--- src/rtl/i2c_xfer_counter_pkg.sv ---
package i2c_xfer_counter_pkg;

  typedef enum logic [1:0] {
    ASTP_OFF  = 2'b00,
    ASTP_FLAG = 2'b01,
    ASTP_STOP = 2'b10,
    ASTP_RSVD = 2'b11
  } astp_mode_e;

  function automatic logic flag_enabled(input astp_mode_e m);
    return (m == ASTP_FLAG) || (m == ASTP_STOP);
  endfunction

  function automatic logic stop_enabled(input astp_mode_e m, input logic ctrl);
    return ctrl && (m == ASTP_STOP);
  endfunction

endpackage

--- src/rtl/i2c_byte_tracker.sv ---
module i2c_byte_tracker #(
  parameter int IDX_W   = 4,
  parameter int CNT_BIT = 1
) (
  input  logic             clk,
  input  logic             rst_n,
  input  logic             start_i,
  input  logic             bit_stb_i,
  input  logic [IDX_W-1:0] bit_idx_i,
  input  logic             addr_phase_i,
  input  logic             arb_lost_i,
  input  logic             byte_done_i,
  output logic             cnt_evt_o
);

  localparam logic [IDX_W-1:0] CNT_IDX   = IDX_W'(CNT_BIT);
  localparam logic [IDX_W-1:0] FIRST_IDX = '0;

  logic first_bit_q;   // first bit of a data byte in progress
  logic pend_q;        // arbitration lost during that first bit
  logic counted_q;     // current byte already counted

  assign cnt_evt_o = bit_stb_i && !addr_phase_i && !counted_q && !start_i &&
                     ((bit_idx_i == CNT_IDX) || pend_q);

  always_ff @(posedge clk) begin
    if (!rst_n || start_i) begin
      first_bit_q <= 1'b0;
      pend_q      <= 1'b0;
      counted_q   <= 1'b0;
    end else begin
      if (bit_stb_i) begin
        first_bit_q <= (bit_idx_i == FIRST_IDX) && !addr_phase_i;
        pend_q      <= 1'b0;
      end else if (arb_lost_i && first_bit_q) begin
        pend_q <= 1'b1;
      end
      if (cnt_evt_o) counted_q <= 1'b1;
      if (byte_done_i) begin
        counted_q   <= 1'b0;
        first_bit_q <= 1'b0;
        pend_q      <= 1'b0;
      end
    end
  end

  // a counted byte yields no further event until the byte closes
  AST_ONE_PER_BYTE: assert property (@(posedge clk) disable iff (!rst_n)
    (cnt_evt_o && !byte_done_i) |=> !cnt_evt_o || $past(byte_done_i)) else $error("one event per byte");

endmodule

--- src/rtl/i2c_sat_counter.sv ---
module i2c_sat_counter #(
  parameter int W = 8
) (
  input  logic         clk,
  input  logic         rst_n,
  input  logic         clr_i,
  input  logic         inc_i,
  output logic [W-1:0] cnt_o,
  output logic         bump_o
);

  localparam logic [W-1:0] CNT_MAX = '1;

  logic [W-1:0] cnt_q;

  assign bump_o = inc_i && !clr_i && (cnt_q != CNT_MAX);
  assign cnt_o  = cnt_q;

  always_ff @(posedge clk) begin
    if (!rst_n)      cnt_q <= '0;
    else if (clr_i)  cnt_q <= '0;
    else if (bump_o) cnt_q <= cnt_q + 1'b1;
  end

  AST_CNT_STEP: assert property (@(posedge clk) disable iff (!rst_n)
    !clr_i |=> (cnt_q == $past(cnt_q)) || (cnt_q == $past(cnt_q) + 1'b1)) else $error("count step");

  AST_CNT_CLEAR: assert property (@(posedge clk) disable iff (!rst_n)
    clr_i |=> (cnt_q == '0)) else $error("count clear");

  AST_NO_WRAP: assert property (@(posedge clk) disable iff (!rst_n)
    (cnt_q == CNT_MAX && !clr_i) |=> (cnt_q == CNT_MAX)) else $error("count wrapped");

endmodule

--- src/rtl/i2c_thresh_stop.sv ---
module i2c_thresh_stop
  import i2c_xfer_counter_pkg::*;
#(
  parameter int W = 8
) (
  input  logic         clk,
  input  logic         rst_n,
  input  logic         start_i,
  input  logic         flag_clr_i,
  input  logic         byte_done_i,
  input  logic         bump_i,
  input  logic [W-1:0] cnt_i,
  input  logic [W-1:0] thr_i,
  input  logic [1:0]   mode_i,
  input  logic         ctrl_i,
  output logic         flag_o,
  output logic         stop_o
);

  astp_mode_e mode;
  logic [W-1:0] next_cnt;
  logic reach;
  logic flag_q, hit_q, stop_q;

  assign mode     = astp_mode_e'(mode_i);
  assign next_cnt = cnt_i + 1'b1;
  assign reach    = bump_i && (thr_i != '0) && (next_cnt == thr_i) && flag_enabled(mode);

  always_ff @(posedge clk) begin
    if (!rst_n || start_i) begin
      flag_q <= 1'b0;
      hit_q  <= 1'b0;
      stop_q <= 1'b0;
    end else begin
      if (reach)           flag_q <= 1'b1;
      else if (flag_clr_i) flag_q <= 1'b0;

      if (reach && stop_enabled(mode, ctrl_i)) hit_q <= 1'b1;
      else if (byte_done_i)                    hit_q <= 1'b0;

      stop_q <= byte_done_i && hit_q;
    end
  end

  assign flag_o = flag_q;
  assign stop_o = stop_q;

  AST_STOP_PULSE: assert property (@(posedge clk) disable iff (!rst_n)
    stop_q |=> !stop_q) else $error("stop longer than a cycle");

  AST_STOP_AFTER_DONE: assert property (@(posedge clk) disable iff (!rst_n)
    stop_q |-> $past(byte_done_i)) else $error("stop without byte end");

  AST_FLAG_NEEDS_THR: assert property (@(posedge clk) disable iff (!rst_n)
    $rose(flag_q) |-> ($past(thr_i) != '0) && $past(bump_i)) else $error("flag without threshold");

  AST_FLAG_STICKY: assert property (@(posedge clk) disable iff (!rst_n)
    (flag_q && !flag_clr_i && !start_i) |=> flag_q) else $error("flag dropped");

endmodule

--- src/rtl/i2c_xfer_counter.sv ---
module i2c_xfer_counter
  import i2c_xfer_counter_pkg::*;
#(
  parameter int CNT_W   = 8,
  parameter int IDX_W   = 4,
  parameter int CNT_BIT = 1
) (
  input  logic             clk,
  input  logic             rst_n,
  input  logic             start_i,
  input  logic             bit_stb_i,
  input  logic [IDX_W-1:0] bit_idx_i,
  input  logic             addr_phase_i,
  input  logic             arb_lost_i,
  input  logic             byte_done_i,
  input  logic [CNT_W-1:0] thresh_i,
  input  logic [1:0]       astp_mode_i,
  input  logic             ctrl_mode_i,
  input  logic             flag_clr_i,
  output logic [CNT_W-1:0] count_o,
  output logic             thresh_flag_o,
  output logic             stop_req_o
);

  logic cnt_evt;
  logic bump;

  i2c_byte_tracker #(
    .IDX_W  (IDX_W),
    .CNT_BIT(CNT_BIT)
  ) u_track (
    .clk         (clk),
    .rst_n       (rst_n),
    .start_i     (start_i),
    .bit_stb_i   (bit_stb_i),
    .bit_idx_i   (bit_idx_i),
    .addr_phase_i(addr_phase_i),
    .arb_lost_i  (arb_lost_i),
    .byte_done_i (byte_done_i),
    .cnt_evt_o   (cnt_evt)
  );

  i2c_sat_counter #(
    .W(CNT_W)
  ) u_cnt (
    .clk   (clk),
    .rst_n (rst_n),
    .clr_i (start_i),
    .inc_i (cnt_evt),
    .cnt_o (count_o),
    .bump_o(bump)
  );

  i2c_thresh_stop #(
    .W(CNT_W)
  ) u_thr (
    .clk        (clk),
    .rst_n      (rst_n),
    .start_i    (start_i),
    .flag_clr_i (flag_clr_i),
    .byte_done_i(byte_done_i),
    .bump_i     (bump),
    .cnt_i      (count_o),
    .thr_i      (thresh_i),
    .mode_i     (astp_mode_i),
    .ctrl_i     (ctrl_mode_i),
    .flag_o     (thresh_flag_o),
    .stop_o     (stop_req_o)
  );

  AST_ADDR_HOLD: assert property (@(posedge clk) disable iff (!rst_n)
    (bit_stb_i && addr_phase_i && !start_i) |=> (count_o == $past(count_o))) else $error("address counted");

  AST_START_CLEARS: assert property (@(posedge clk) disable iff (!rst_n)
    start_i |=> (count_o == '0) && !thresh_flag_o && !stop_req_o) else $error("start did not clear");

endmodule

--- config.mk ---
export PLATFORM = sky130hd
export DESIGN_NAME = i2c_xfer_counter
export DESIGN_NICKNAME = d
export VERILOG_FILES = /design/src/rtl/i2c_xfer_counter_pkg.sv /design/src/rtl/i2c_byte_tracker.sv /design/src/rtl/i2c_sat_counter.sv /design/src/rtl/i2c_thresh_stop.sv /design/src/rtl/i2c_xfer_counter.sv
export SDC_FILE = /design/constraint.sdc
export NUM_CORES = 1
export LEC_CHECK = 0
export BUFFER_PORTS_ARGS = -buffer_cell sky130_fd_sc_hd__buf_2
export CAP_MARGIN = 5
export CORE_ASPECT_RATIO = 0.9
export CORE_UTILIZATION = 50
export CTS_BUF_LIST = sky130_fd_sc_hd__clkbuf_4
export CTS_CLUSTER_DIAMETER = 120
export CTS_CLUSTER_SIZE = 10
export DETAILED_ROUTE_END_ITERATION = 8
export HOLD_SLACK_MARGIN = 0.08
export PLACE_DENSITY_LB_ADDON = 0.15
export SLEW_MARGIN = 10
export SYNTH_ARGS = -nofsm -noshare
export SYNTH_HDL_FRONTEND = slang
export SYNTH_SLANG_ARGS = --single-unit
--- constraint.sdc ---
create_clock -name clk -period 2.2 [get_ports clk]
set_input_delay 0.11 -clock clk [delete_from_list [all_inputs] [get_ports clk]]
set_output_delay 0.11 -clock clk [all_outputs]
set_load 0.03 [all_outputs]
Word level (Yosys, flattened, before mapping)
Index checks and enable logic that the tools add are counted.
- $add $sub $neg: 1
- eq/ne operators: 5
- mux-type cells: 4
- bitwise logic cells: 1
- reduce and logical (&&, ||, !) cells: 28
- operators with widths (kind ; count):
    $logic_and A1 B1 Y1 ; 14
    $add A8 B1 Y8 const B ; 1
    $eq A8 B8 Y1 ; 1
    $ne A8 B8 Y1 const B ; 1
    $reduce_bool A8 Y1 ; 1
    $eq A4 B1 Y1 const B ; 1
    $logic_not A1 Y1 ; 4
    $logic_not A4 Y1 ; 1
    $mux W1 ; 4
    $reduce_bool A2 Y1 ; 2
    $reduce_or A2 Y1 ; 2
    $logic_or A1 B1 Y1 ; 3
    $reduce_or A3 Y1 ; 1
    $eq A2 B1 Y1 const B ; 1
    $eq A2 B2 Y1 const B ; 1
    $not A1 Y1 ; 1
- bits in registers: 14
- output and inout port bits: 10

Depth between registers and ports, before layout
Gate-level depths: netlist (run 1).
- depth in word-level cells: 12
- gate-level depth with buffers: 6
- depth with buffers taken out: 6

Hierarchy
A second synthesis (run 1) with hierarchy kept.
- cell total of the unflattened synthesis: 111
- area, all modules: 942.2 um^2
- by module, submodules not included (module ; times used ; cells an instance ; area each (um^2)):
    i2c_sat_counter ; 1 ; 49 ; 435.4
    i2c_thresh_stop ; 1 ; 44 ; 365.4
    i2c_byte_tracker ; 1 ; 18 ; 141.4

Least setup slack after synthesis (run 1)
OpenSTA, ideal clock, no wires.
- path kind: flip-flop to flip-flop
- start: register u_cnt.cnt_q[0] (netlist: u_cnt.cnt_o[0])
- end: register u_thr.hit_q
- setup time: 0.121 ns
- data arrival time: 1.873 ns
- required time: 2.079 ns
- path slack: 0.205 ns
- cell stages (with the launch flop): 7
- buffers on the path: 0
- clock period less this slack: 1.995 ns
- cells stage by stage: dfxtp_1 ha_1 nand3_2 o311ai_0 o32ai_2 o311ai_1 o21ai_1
- cells in the longest elaborated chain, start to end: 7
- RTL lines (element ; line ; source):
    from (decl) ; i2c_sat_counter.sv:14 ; logic [W-1:0] cnt_q;
    from (signal assigned) ; i2c_sat_counter.sv:22 ; else if (bump_o) cnt_q <= cnt_q + 1'b1;
    parallel branches: the longest is 3 deep, another holds $add A8 B1 Y8 ; -- ;
    $logic_and A1 B1 Y1 (*) (2 in a row) ; i2c_thresh_stop.sv:27 ; assign reach = bump_i && (thr_i != '0) && (next_cnt == thr_i) && flag_enabled(mode);
    $logic_and A1 B1 Y1 (*) ; i2c_thresh_stop.sv:38 ; if (reach && stop_enabled(mode, ctrl_i)) hit_q <= 1'b1;
    $mux W1 or $reduce_bool A2 Y1 (tied branches) ; -- ;
    to (signal assigned) ; i2c_thresh_stop.sv:32 ; hit_q <= 1'b0;
    to (signal assigned) ; i2c_thresh_stop.sv:38 ;
    to (signal assigned) ; i2c_thresh_stop.sv:39 ; else if (byte_done_i) hit_q <= 1'b0;
    to (decl) ; i2c_thresh_stop.sv:23 ; logic flag_q, hit_q, stop_q;
Mark *: on every way between the ends.
A chain may end at the register's enable or synchronous reset.

Final worst setup path (run 1)
Ends and elaborated chain as after synthesis.

==> run metrics, run 1 <==
result of the run complete, no violations; clock root cell sky130_fd_sc_hd__clkbuf_4; via count of the first global-routing pass 794; total power density per cell area 395 nW/µm²; biggest area contributors in the synthesized netlist sky130_fd_sc_hd__dfxtp_1, sky130_fd_sc_hd__xnor2_1, sky130_fd_sc_hd__nor3_1; number of placed cells counting well taps 162; most repeated cell in the gate-level netlist after synthesis sky130_fd_sc_hd__dfxtp_1; buffering stage count on the worst path with inverters included 0; Layout Area Growth over Synthesis 26.8%; global-route congestion overflow total 0; area of the die 1990 µm²; antenna violations before repair 0; TritonCTS Buffers 3; count of input and output buffers 32; Data arrival, critical path 2.16 ns; Leak Pwr 0.000442 µW; final routed wire length divided by cell count 12.6 µm; worst clock skew on the final layout 0.00540 ns; clock transition at the register clock pins on the worst setup and hold paths after CTS 0.08 ns; fmax 503 MHz; total area of multi-input combinational cells 594 µm²; clock net sink count 14; Initial DRC Count 24; share of post-route cells with drive strength above 1 29.7%; largest net degree at the start of global routing 12; EDFF count, synth 0; Final Total Pwr 456 µW; Final #Nets 172; share of the synthesized area in the top cell type 30.8%; clock tree from TritonCTS done; # IOs 33; DRC violation count after routing 0; Worst Max-Slew Pin Slew 0.506 ns; Post-DRT Antenna Nets 0; Pre-antenna DRT Iters 4; highest cell delay on the worst timing path 0.46 ns; antenna cells 0; height of the chip 42.5 µm; Chip Width 47.0 µm; remaining max-slew budget at the tightest pin 66.3%; final setup violation count 0; sort of element at the end of the critical path flop; cell at the slowest stage of the critical path sky130_fd_sc_hd__o311ai_0; routed wire length 2130 µm; Core Area 1680 µm²; Max IR drop VDD 257 µV; area taken by flip-flops and latches 280 µm²; worst-skew pair later-pin latency 0.28 ns; total number of H-tree levels 1; fillcell total 158; Post-Synthesis Net Count 133; number of violations of the max-capacitance limit 0; fraction of registers with async set or reset after synthesis 0%; worst slack after detailed placement 0.242 ns; number of buffers on the longest clock path 2; detailed placer's ending HPWL 1640 µm; largest area contributor in the synthesized netlist sky130_fd_sc_hd__dfxtp_1; prevailing post-synth register cell sky130_fd_sc_hd__dfxtp_1; number of buffers inserted by post-CTS setup repair 0; register bit total from synthesis 14; setup_tns 0 ns; highest net fanout along the worst path 6; Hold/Removal Path Class in2reg; worst path required time 2.37 ns; Final Max Tran Viols 0; global-route wire length before repair 3280 µm; starting density of the core 54.1%; crit path kind reg2reg; Tmin final 1.99 ns; GR Util All Layers 23.1%; Syn. warnings 0; setup repair after global routing missed its margin no; gp weighted congestion 0.891; Cell Rows 14; vias after detailed routing 950; Final Non-Filler Cells 169; CP Launch Type flop; Final Hold Fails 0; Via-to-Cell Ratio 5.62; dominant delay contributor by cell family on the critical path compound AO/OA/AOI/OAI gates; final worst path period share 90.3%; gate count after technology mapping 108; commonest cells in the netlist sky130_fd_sc_hd__dfxtp_1, sky130_fd_sc_hd__nor2_1, sky130_fd_sc_hd__nand2_1; number of library cell types mapped by synthesis 41; sequential share of the synthesized area 30.8%; Post-Synthesis Cell Area 910 µm²; Worst Setup Slack, final 0.212 ns; cell breakdown of the critical path ha_1 -> nand3_2 -> o311ai_0 -> o32ai_2 -> o311ai_1 -> o21ai_1; post-synthesis area per instance 8.42 µm²
-- cell usage in the layout (no fill, tap or decap), types with 2 or more instances in the layout --
cell type,instances
sky130_fd_sc_hd__buf_2,32
sky130_fd_sc_hd__dfxtp_1,14
sky130_fd_sc_hd__nor2_1,10
sky130_fd_sc_hd__nand2_1,9
sky130_fd_sc_hd__nor3_1,8
sky130_fd_sc_hd__xnor2_1,8
sky130_fd_sc_hd__inv_1,5
sky130_fd_sc_hd__nand2b_1,4
sky130_fd_sc_hd__a21oi_1,4
sky130_fd_sc_hd__o21ai_0,4
sky130_fd_sc_hd__dlygate4sd3_1,4
sky130_fd_sc_hd__xor2_1,3
sky130_fd_sc_hd__nand3_1,3
sky130_fd_sc_hd__nor4_1,3
sky130_fd_sc_hd__clkbuf_4,3
sky130_fd_sc_hd__nor2b_1,2
sky130_fd_sc_hd__o32ai_1,2
sky130_fd_sc_hd__nor3b_1,2
sky130_fd_sc_hd__ha_1,2
-- worst paths after layout --
check / start / endpoint / slack, ns / depth (start not counted)
worst min-delay path: ctrl_mode_i / u_thr.hit_q / 0.11 / 3
worst min register to register: u_thr.hit_q / u_thr.hit_q / 0.47 / 2
worst max register to register: u_cnt.cnt_o[0] / u_thr.hit_q / 0.21 / 6
worst max-delay path: u_cnt.cnt_o[0] / u_thr.hit_q / 0.21 / 6
-- worst min-delay path, stage by stage --
cell	delay, ns
sky130_fd_sc_hd__buf_2	0.10
sky130_fd_sc_hd__o311ai_1	0.07
sky130_fd_sc_hd__o21ai_1	0.06
-- routing by layer --
| layer | global-route usage, % | vias up | part of all wire [%] |
|---|---|---|---|
| met1 | 26.4 | 439 | 45 |
| li1 | - | 477 | - |
| met4 | 12.6 | 0 | 1.8 |
| met5 | 0 | - | 0 |
| met2 | 38.6 | 28 | 49 |
| met3 | 4.74 | 6 | 4.3 |
-- what timing repair did --
item,4_1_cts,5_1_grt
hold buffers,4,0
gates resized for setup,0,0
hold endpoints to repair,3,0
-- sequential cells by signal, indices dropped and copies added, names as in the netlist --
name                 flops
u_cnt.cnt_o              8
u_thr.flag_o             1
u_thr.hit_q              1
u_thr.stop_o             1
u_track.counted_q        1
u_track.first_bit_q      1
u_track.pend_q           1
-- where the power goes --
group | switching [µW] | internal [µW] | leakage, µW
clock network | 79.9 | 63.6 | 0.0000138
logic | 28.9 | 30.0 | 0.000315
registers | 0.105 | 253 | 0.000113
-- final cells by class --
type	count	area share, %
clock buffer	3	1.95
inverter	5	1.63
multi-input combinational	86	51.5
sequential	14	24.3
tap	24	2.60
timing repair buffer	37	18.0
-- cell families after synthesis --
kind of cell    Yosys count  synth area share (%)
compound gates           23                  21.9
xor+xnor                 11                  10.6
fa+ha+maj                 2                  2.75
buf+inv                   8                  3.85
flops                    14                  30.8
simple gates             50                  30.1
-- stage by stage --
step	hold slack, ns	util (%)	cell area [µm²]
floorplan	0.188	-	910
global placement	0.323	64.9	1090
detailed placement	0.323	64.9	1090
CTS	0.106	68.6	1150
global route	0.110	68.6	1150
finish	0.111	68.6	1150
No activity file was read; power rests on OpenSTA's default activity.
==> inputs of run 2 (changes only) <==
Settings changed: ABC_AREA set to 1, CORE_UTILIZATION 50 to 52.
==> run 2 against run 1 <==
Routed wire length is 13% higher. Sequential cell count stayed put. Final area is 8.6% higher. Maximum frequency is 16% higher. Count of clock-buffer cells in the layout stayed put.
==> run metrics, run 2 <==
result of the run complete, no violations; Worst Max-Slew Pin Slew 0.311 ns; gp weighted congestion 0.891; area of the die 2120 µm²; height of the chip 43.8 µm; Chip Width 48.4 µm; number of library cell types mapped by synthesis 21; GR Util All Layers 25.3%; global-route wire length before repair 4140 µm; crit path kind reg2reg; commonest cells in the netlist sky130_fd_sc_hd__nand2_1, sky130_fd_sc_hd__inv_1, sky130_fd_sc_hd__nand3_1, sky130_fd_sc_hd__nor2_1, sky130_fd_sc_hd__dfxtp_1; worst slack after detailed placement 0.501 ns; via count of the first global-routing pass 1027; Final Max Tran Viols 0; Post-DRT Antenna Nets 0; number of buffers inserted by post-CTS setup repair 0; final routed wire length divided by cell count 10.6 µm; largest net degree at the start of global routing 15; share of the synthesized area in the top cell type 27.8%; count of input and output buffers 32; Core Area 1750 µm²; Post-Synthesis Net Count 188; commonest non-fill, non-tap cells in the layout sky130_fd_sc_hd__nand2_1, sky130_fd_sc_hd__buf_2, sky130_fd_sc_hd__inv_1, sky130_fd_sc_hd__nand3_1, sky130_fd_sc_hd__nor2_1; TritonCTS Buffers 3; biggest area contributors in the synthesized netlist sky130_fd_sc_hd__dfxtp_1, sky130_fd_sc_hd__nand2_1, sky130_fd_sc_hd__inv_1; Layout Area Growth over Synthesis 24.3%; clock net sink count 14; Final Hold Fails 0; number of flip-flops in the largest register 8; fraction of registers with async set or reset after synthesis 0%; antenna violations before repair 0; share of post-route cells with drive strength above 1 24.3%; Worst Setup Slack, final 0.486 ns; antenna cells 0; fmax 583 MHz; gate count after technology mapping 163; # IOs 33; clock root cell sky130_fd_sc_hd__clkbuf_4; most repeated cell in the gate-level netlist after synthesis sky130_fd_sc_hd__nand2_1; largest area contributor in the synthesized netlist sky130_fd_sc_hd__dfxtp_1; Hold/Removal Path Class in2reg; CP Launch Type flop; total power density per cell area 378 nW/µm²; Max IR drop VDD 347 µV; final setup violation count 0; post-synthesis area per instance 6.18 µm²; Final #Nets 228; Data arrival, critical path 1.94 ns; worst-skew pair later-pin latency 0.28 ns; total number of H-tree levels 1; number of buffers on the longest clock path 2; Cell Rows 14; starting density of the core 57.5%; Via-to-Cell Ratio 4.96; global-route congestion overflow total 0; Leak Pwr 0.000618 µW; highest net fanout along the worst path 14; EDFF count, synth 0; worst path required time 2.43 ns; sort of element at the end of the critical path flop; setup repair after global routing missed its margin no; most common library cell in the layout ignoring fill and taps sky130_fd_sc_hd__nand2_1; Tmin final 1.71 ns; Syn. warnings 0; detailed placer's ending HPWL 1900 µm; remaining max-slew budget at the tightest pin 79.2%; worst clock skew on the final layout 0.00195 ns; clock tree from TritonCTS done; register bit total from synthesis 14; setup_tns 0 ns; Pre-antenna DRT Iters 4; routed wire length 2400 µm; sequential share of the synthesized area 27.8%; number of violations of the max-capacitance limit 0; vias after detailed routing 1122; Post-Synthesis Cell Area 1010 µm²; final worst path period share 77.9%; clock transition at the register clock pins on the worst setup and hold paths after CTS 0.09 ns; prevailing post-synth register cell sky130_fd_sc_hd__dfxtp_1; DRC violation count after routing 0; Initial DRC Count 33
[run 2: final cells by class]
class / instances / area [µm²]
Multi-Input combinational cell: 117 / 599
Sequential cell: 14 / 280
Clock inverter: 1 / 3.75
Clock buffer: 3 / 22.5
Tap cell: 24 / 30.0
Timing Repair Buffer: 36 / 200
Fill cell: 166 / 499
Inverter: 31 / 116
[run 2: worst paths after layout]
path	from	end	slack [ns]	cells past startpoint
setup / recovery	u_cnt.cnt_o[0]	u_thr.flag_o	0.49	10
hold / removal	bit_stb_i	u_track.pend_q	0.11	3
setup reg to reg	u_cnt.cnt_o[0]	u_thr.flag_o	0.49	10
hold reg to reg	u_thr.hit_q	u_thr.stop_o	0.44	2
[run 2: power by group]
| group | internal, µW | switching [µW] |
|---|---|---|
| combinational | 32.4 | 34.7 |
| clock | 65.9 | 86.8 |
| sequential | 254 | 0.585 |
| total | 352 | 122 |
[run 2: routing by layer]
layer	part of all wire (%)	vias to the layer above	track usage (%)	wire, µm
met1	45	479	32.5	1080
met5	0	-	0	0
li1	-	599	-	-
met4	1.4	0	11.2	33
met3	6.7	4	3.86	162
met2	47	40	42.8	1120
[run 2: metrics by stage]
stage	instance area (µm²)	hold slack, ns	cells	utilization (%)	power, µW
after floorplan	1010	0.228	163	-	291
after global placement	1190	0.339	218	67.7	320
after detailed placement	1190	0.339	218	67.7	321
after CTS	1250	0.105	226	71.5	481
after global routing	1250	0.116	226	71.5	494
final	1250	0.115	226	71.5	474
[run 2: critical path, cell delays in order (launching register included)]
cell and delay (ns):
sky130_fd_sc_hd__dfxtp_1 0.38, sky130_fd_sc_hd__ha_1 0.27, sky130_fd_sc_hd__nand2_2 0.11, sky130_fd_sc_hd__inv_1 0.07
sky130_fd_sc_hd__nand3_1 0.09, sky130_fd_sc_hd__inv_2 0.05, sky130_fd_sc_hd__nor2_4 0.27, sky130_fd_sc_hd__inv_2 0.10
sky130_fd_sc_hd__nor2_1 0.11, sky130_fd_sc_hd__nand3_1 0.10, sky130_fd_sc_hd__a21oi_2 0.11
[run 2: what timing repair did]
| item | in CTS | in global routing |
|---|---|---|
| resized for setup | 0 | 0 |
| hold buffers | 4 | 0 |
| hold endpoints to repair | 4 | 0 |
[run 2: cells by family after synthesis]
logic type / synth area share (%)
AOI/OAI and AO/OA: 12.4
adders and majority gates: 2.48
buffers and inverters: 12.7
DFF: 27.8
and+or+nand+nor: 44.6
==> inputs of run 3 (changes only) <==
Settings changed: ABC_AREA 1 to 0, CORE_UTILIZATION 52 to 50.
Clock period 2.2 ns to 1.67 ns, I/O delays scaled along.
==> run 3 against run 2 <==
Routed wire length fell by 6.2%. Worst hold slack got worse by 0.017 ns. Critical path depth fell by 4. Count of clock-buffer cells in the layout did not move. Die area fell by 5.8%. Maximum frequency rose by 3.4%. Utilization rose by 2.5 points. Critical endpoint is now u_thr.hit_q.
==> run metrics, run 3 (synthesis results as in run 1) <==
TritonCTS Buffers 3; commonest non-fill, non-tap cells in the layout sky130_fd_sc_hd__buf_2, sky130_fd_sc_hd__nor2_1, sky130_fd_sc_hd__nand2_1; Max IR drop VDD 340 µV; remaining max-slew budget at the tightest pin 69.2%; number of buffers on the longest clock path 2; result of the run complete, no violations; Worst Reg2Reg Path Length in Cells 6; Via-to-Cell Ratio 5.46; Pre-antenna DRT Iters 4; Final Max Tran Viols 0; antenna cells 0; Initial DRC Count 20; number of flip-flops in the largest register 8; clock tree from TritonCTS done; global-route wire length before repair 3660 µm; Worst Setup Slack, final 0.0117 ns; final setup violation count 0; Reg-to-Reg End u_thr.hit_q; clock net sink count 14; worst-skew pair later-pin latency 0.29 ns; # IOs 33; clock transition at the register clock pins on the worst setup and hold paths after CTS 0.08 ns; setup repair after global routing missed its margin yes; area of the die 1990 µm²; Hold/Removal Path Class in2reg; highest cell delay on the worst timing path 0.40 ns; dominant delay contributor by cell family on the critical path compound AO/OA/AOI/OAI gates; buffering stage count on the worst path with inverters included 0; height of the chip 42.5 µm; share of post-route cells with drive strength above 1 36.6%; Util after Layout 74.0%; via count of the first global-routing pass 936; Post-DRT Antenna Nets 0; fmax 603 MHz; count of input and output buffers 32; largest net degree at the start of global routing 12; Final Hold Fails 0; worst-case register-to-register setup slack 0.01 ns; total power density per cell area 493 nW/µm²; starting density of the core 54.1%; cell breakdown of the critical path ha_4 -> nand3_4 -> or3_4 -> a2111oi_4 -> o311ai_1 -> o21ai_1; number of violations of the max-capacitance limit 0; sort of element at the end of the critical path flop; worst path required time 1.90 ns; detailed placer's ending HPWL 1710 µm; highest net fanout along the worst path 5; Cell Rows 14; cell area after placement 1150 µm²; final instance area 1240 µm²; Core Area 1680 µm²; Worst Max-Slew Pin Slew 0.463 ns; launch instance of the worst register-to-register path u_cnt.cnt_o[0]; gp weighted congestion 0.926; GR Util All Layers 25.9%; Chip Width 47.0 µm; Final Total Pwr 614 µW; routed wire length 2250 µm; total number of H-tree levels 1; Data arrival, critical path 1.89 ns; end of the critical path u_thr.hit_q; Leak Pwr 0.000477 µW; cell at the slowest stage of the critical path sky130_fd_sc_hd__or3_4; Tmin final 1.66 ns; Final #Nets 179; global-route congestion overflow total 0; final worst path period share 99.3%; clock root cell sky130_fd_sc_hd__clkbuf_4; worst slack after detailed placement -0.0273 ns; antenna violations before repair 0; crit path kind reg2reg; launch point of the critical path u_cnt.cnt_o[0]; final routed wire length divided by cell count 12.7 µm; worst clock skew on the final layout 0.00481 ns; CP Launch Type flop; most common library cell in the layout ignoring fill and taps sky130_fd_sc_hd__buf_2; vias after detailed routing 967; Post-Route Hold Slack 0.0975 ns; DRC violation count after routing 0; Crit. path cell count 6; Layout Area Growth over Synthesis 36.9%
-- run 3: worst min path at each step --
stage	start	end	cells past startpoint
after floorplan	bit_stb_i	u_track.pend_q	1
after global placement	flag_clr_i	u_thr.flag_o	2
after detailed placement	flag_clr_i	u_thr.flag_o	2
after CTS	start_i	u_cnt.cnt_o[6]	3
after global routing	start_i	u_cnt.cnt_o[6]	3
final	start_i	u_cnt.cnt_o[6]	3
-- run 3: where the power goes --
group / switching, µW / total [µW] / internal, µW / leakage (µW)
clock: 114 / 201 / 87.1 / 0.0000154
sequential: 0.132 / 330 / 330 / 0.000116
combinational: 39.9 / 82.8 / 42.9 / 0.000345
total: 154 / 614 / 460 / 0.000477
-- run 3: final cells by class --
class                   count  area (µm²)
clock buffers               3        22.5
clock inverters             1        3.75
fillers                   146         437
inverters                   5        18.8
multi-input cells          86         614
flip-flops and latches     14         293
well taps                  24        30.0
repair buffers             44         263
-- run 3: repair_timing --
| item | CTS | global route |
|---|---|---|
| hold buffers | 5 | 0 |
| setup endpoints to repair | 2 | 4 |
| endpoints found under the hold margin | 4 | 0 |
| resized for setup | 1 | 0 |
| buffers inserted | 1 | 1 |
| gates cloned | 0 | 0 |
-- run 3: per-stage QoR --
stage	cells	setup TNS, ns
floorplan	108	-0.0164
global placement	166	0
detailed placement	166	-0.0424
CTS	176	-0.00795
global route	177	-0.236
finish	177	0
-- run 3: layer usage --
layer	GRT usage (%)	share of wire (%)
met1	28.2	44
met2	42.2	48
met3	9.05	6.4
met4	14.3	2.1
met5	0	0
-- run 3: worst reg2reg max path: stages, from the launching register on --
cell and delay [ns]:
sky130_fd_sc_hd__dfxtp_4 0.38, sky130_fd_sc_hd__ha_4 0.16, sky130_fd_sc_hd__nand3_4 0.09, sky130_fd_sc_hd__or3_4 0.40
sky130_fd_sc_hd__a2111oi_4 0.33, sky130_fd_sc_hd__o311ai_1 0.12, sky130_fd_sc_hd__o21ai_1 0.12
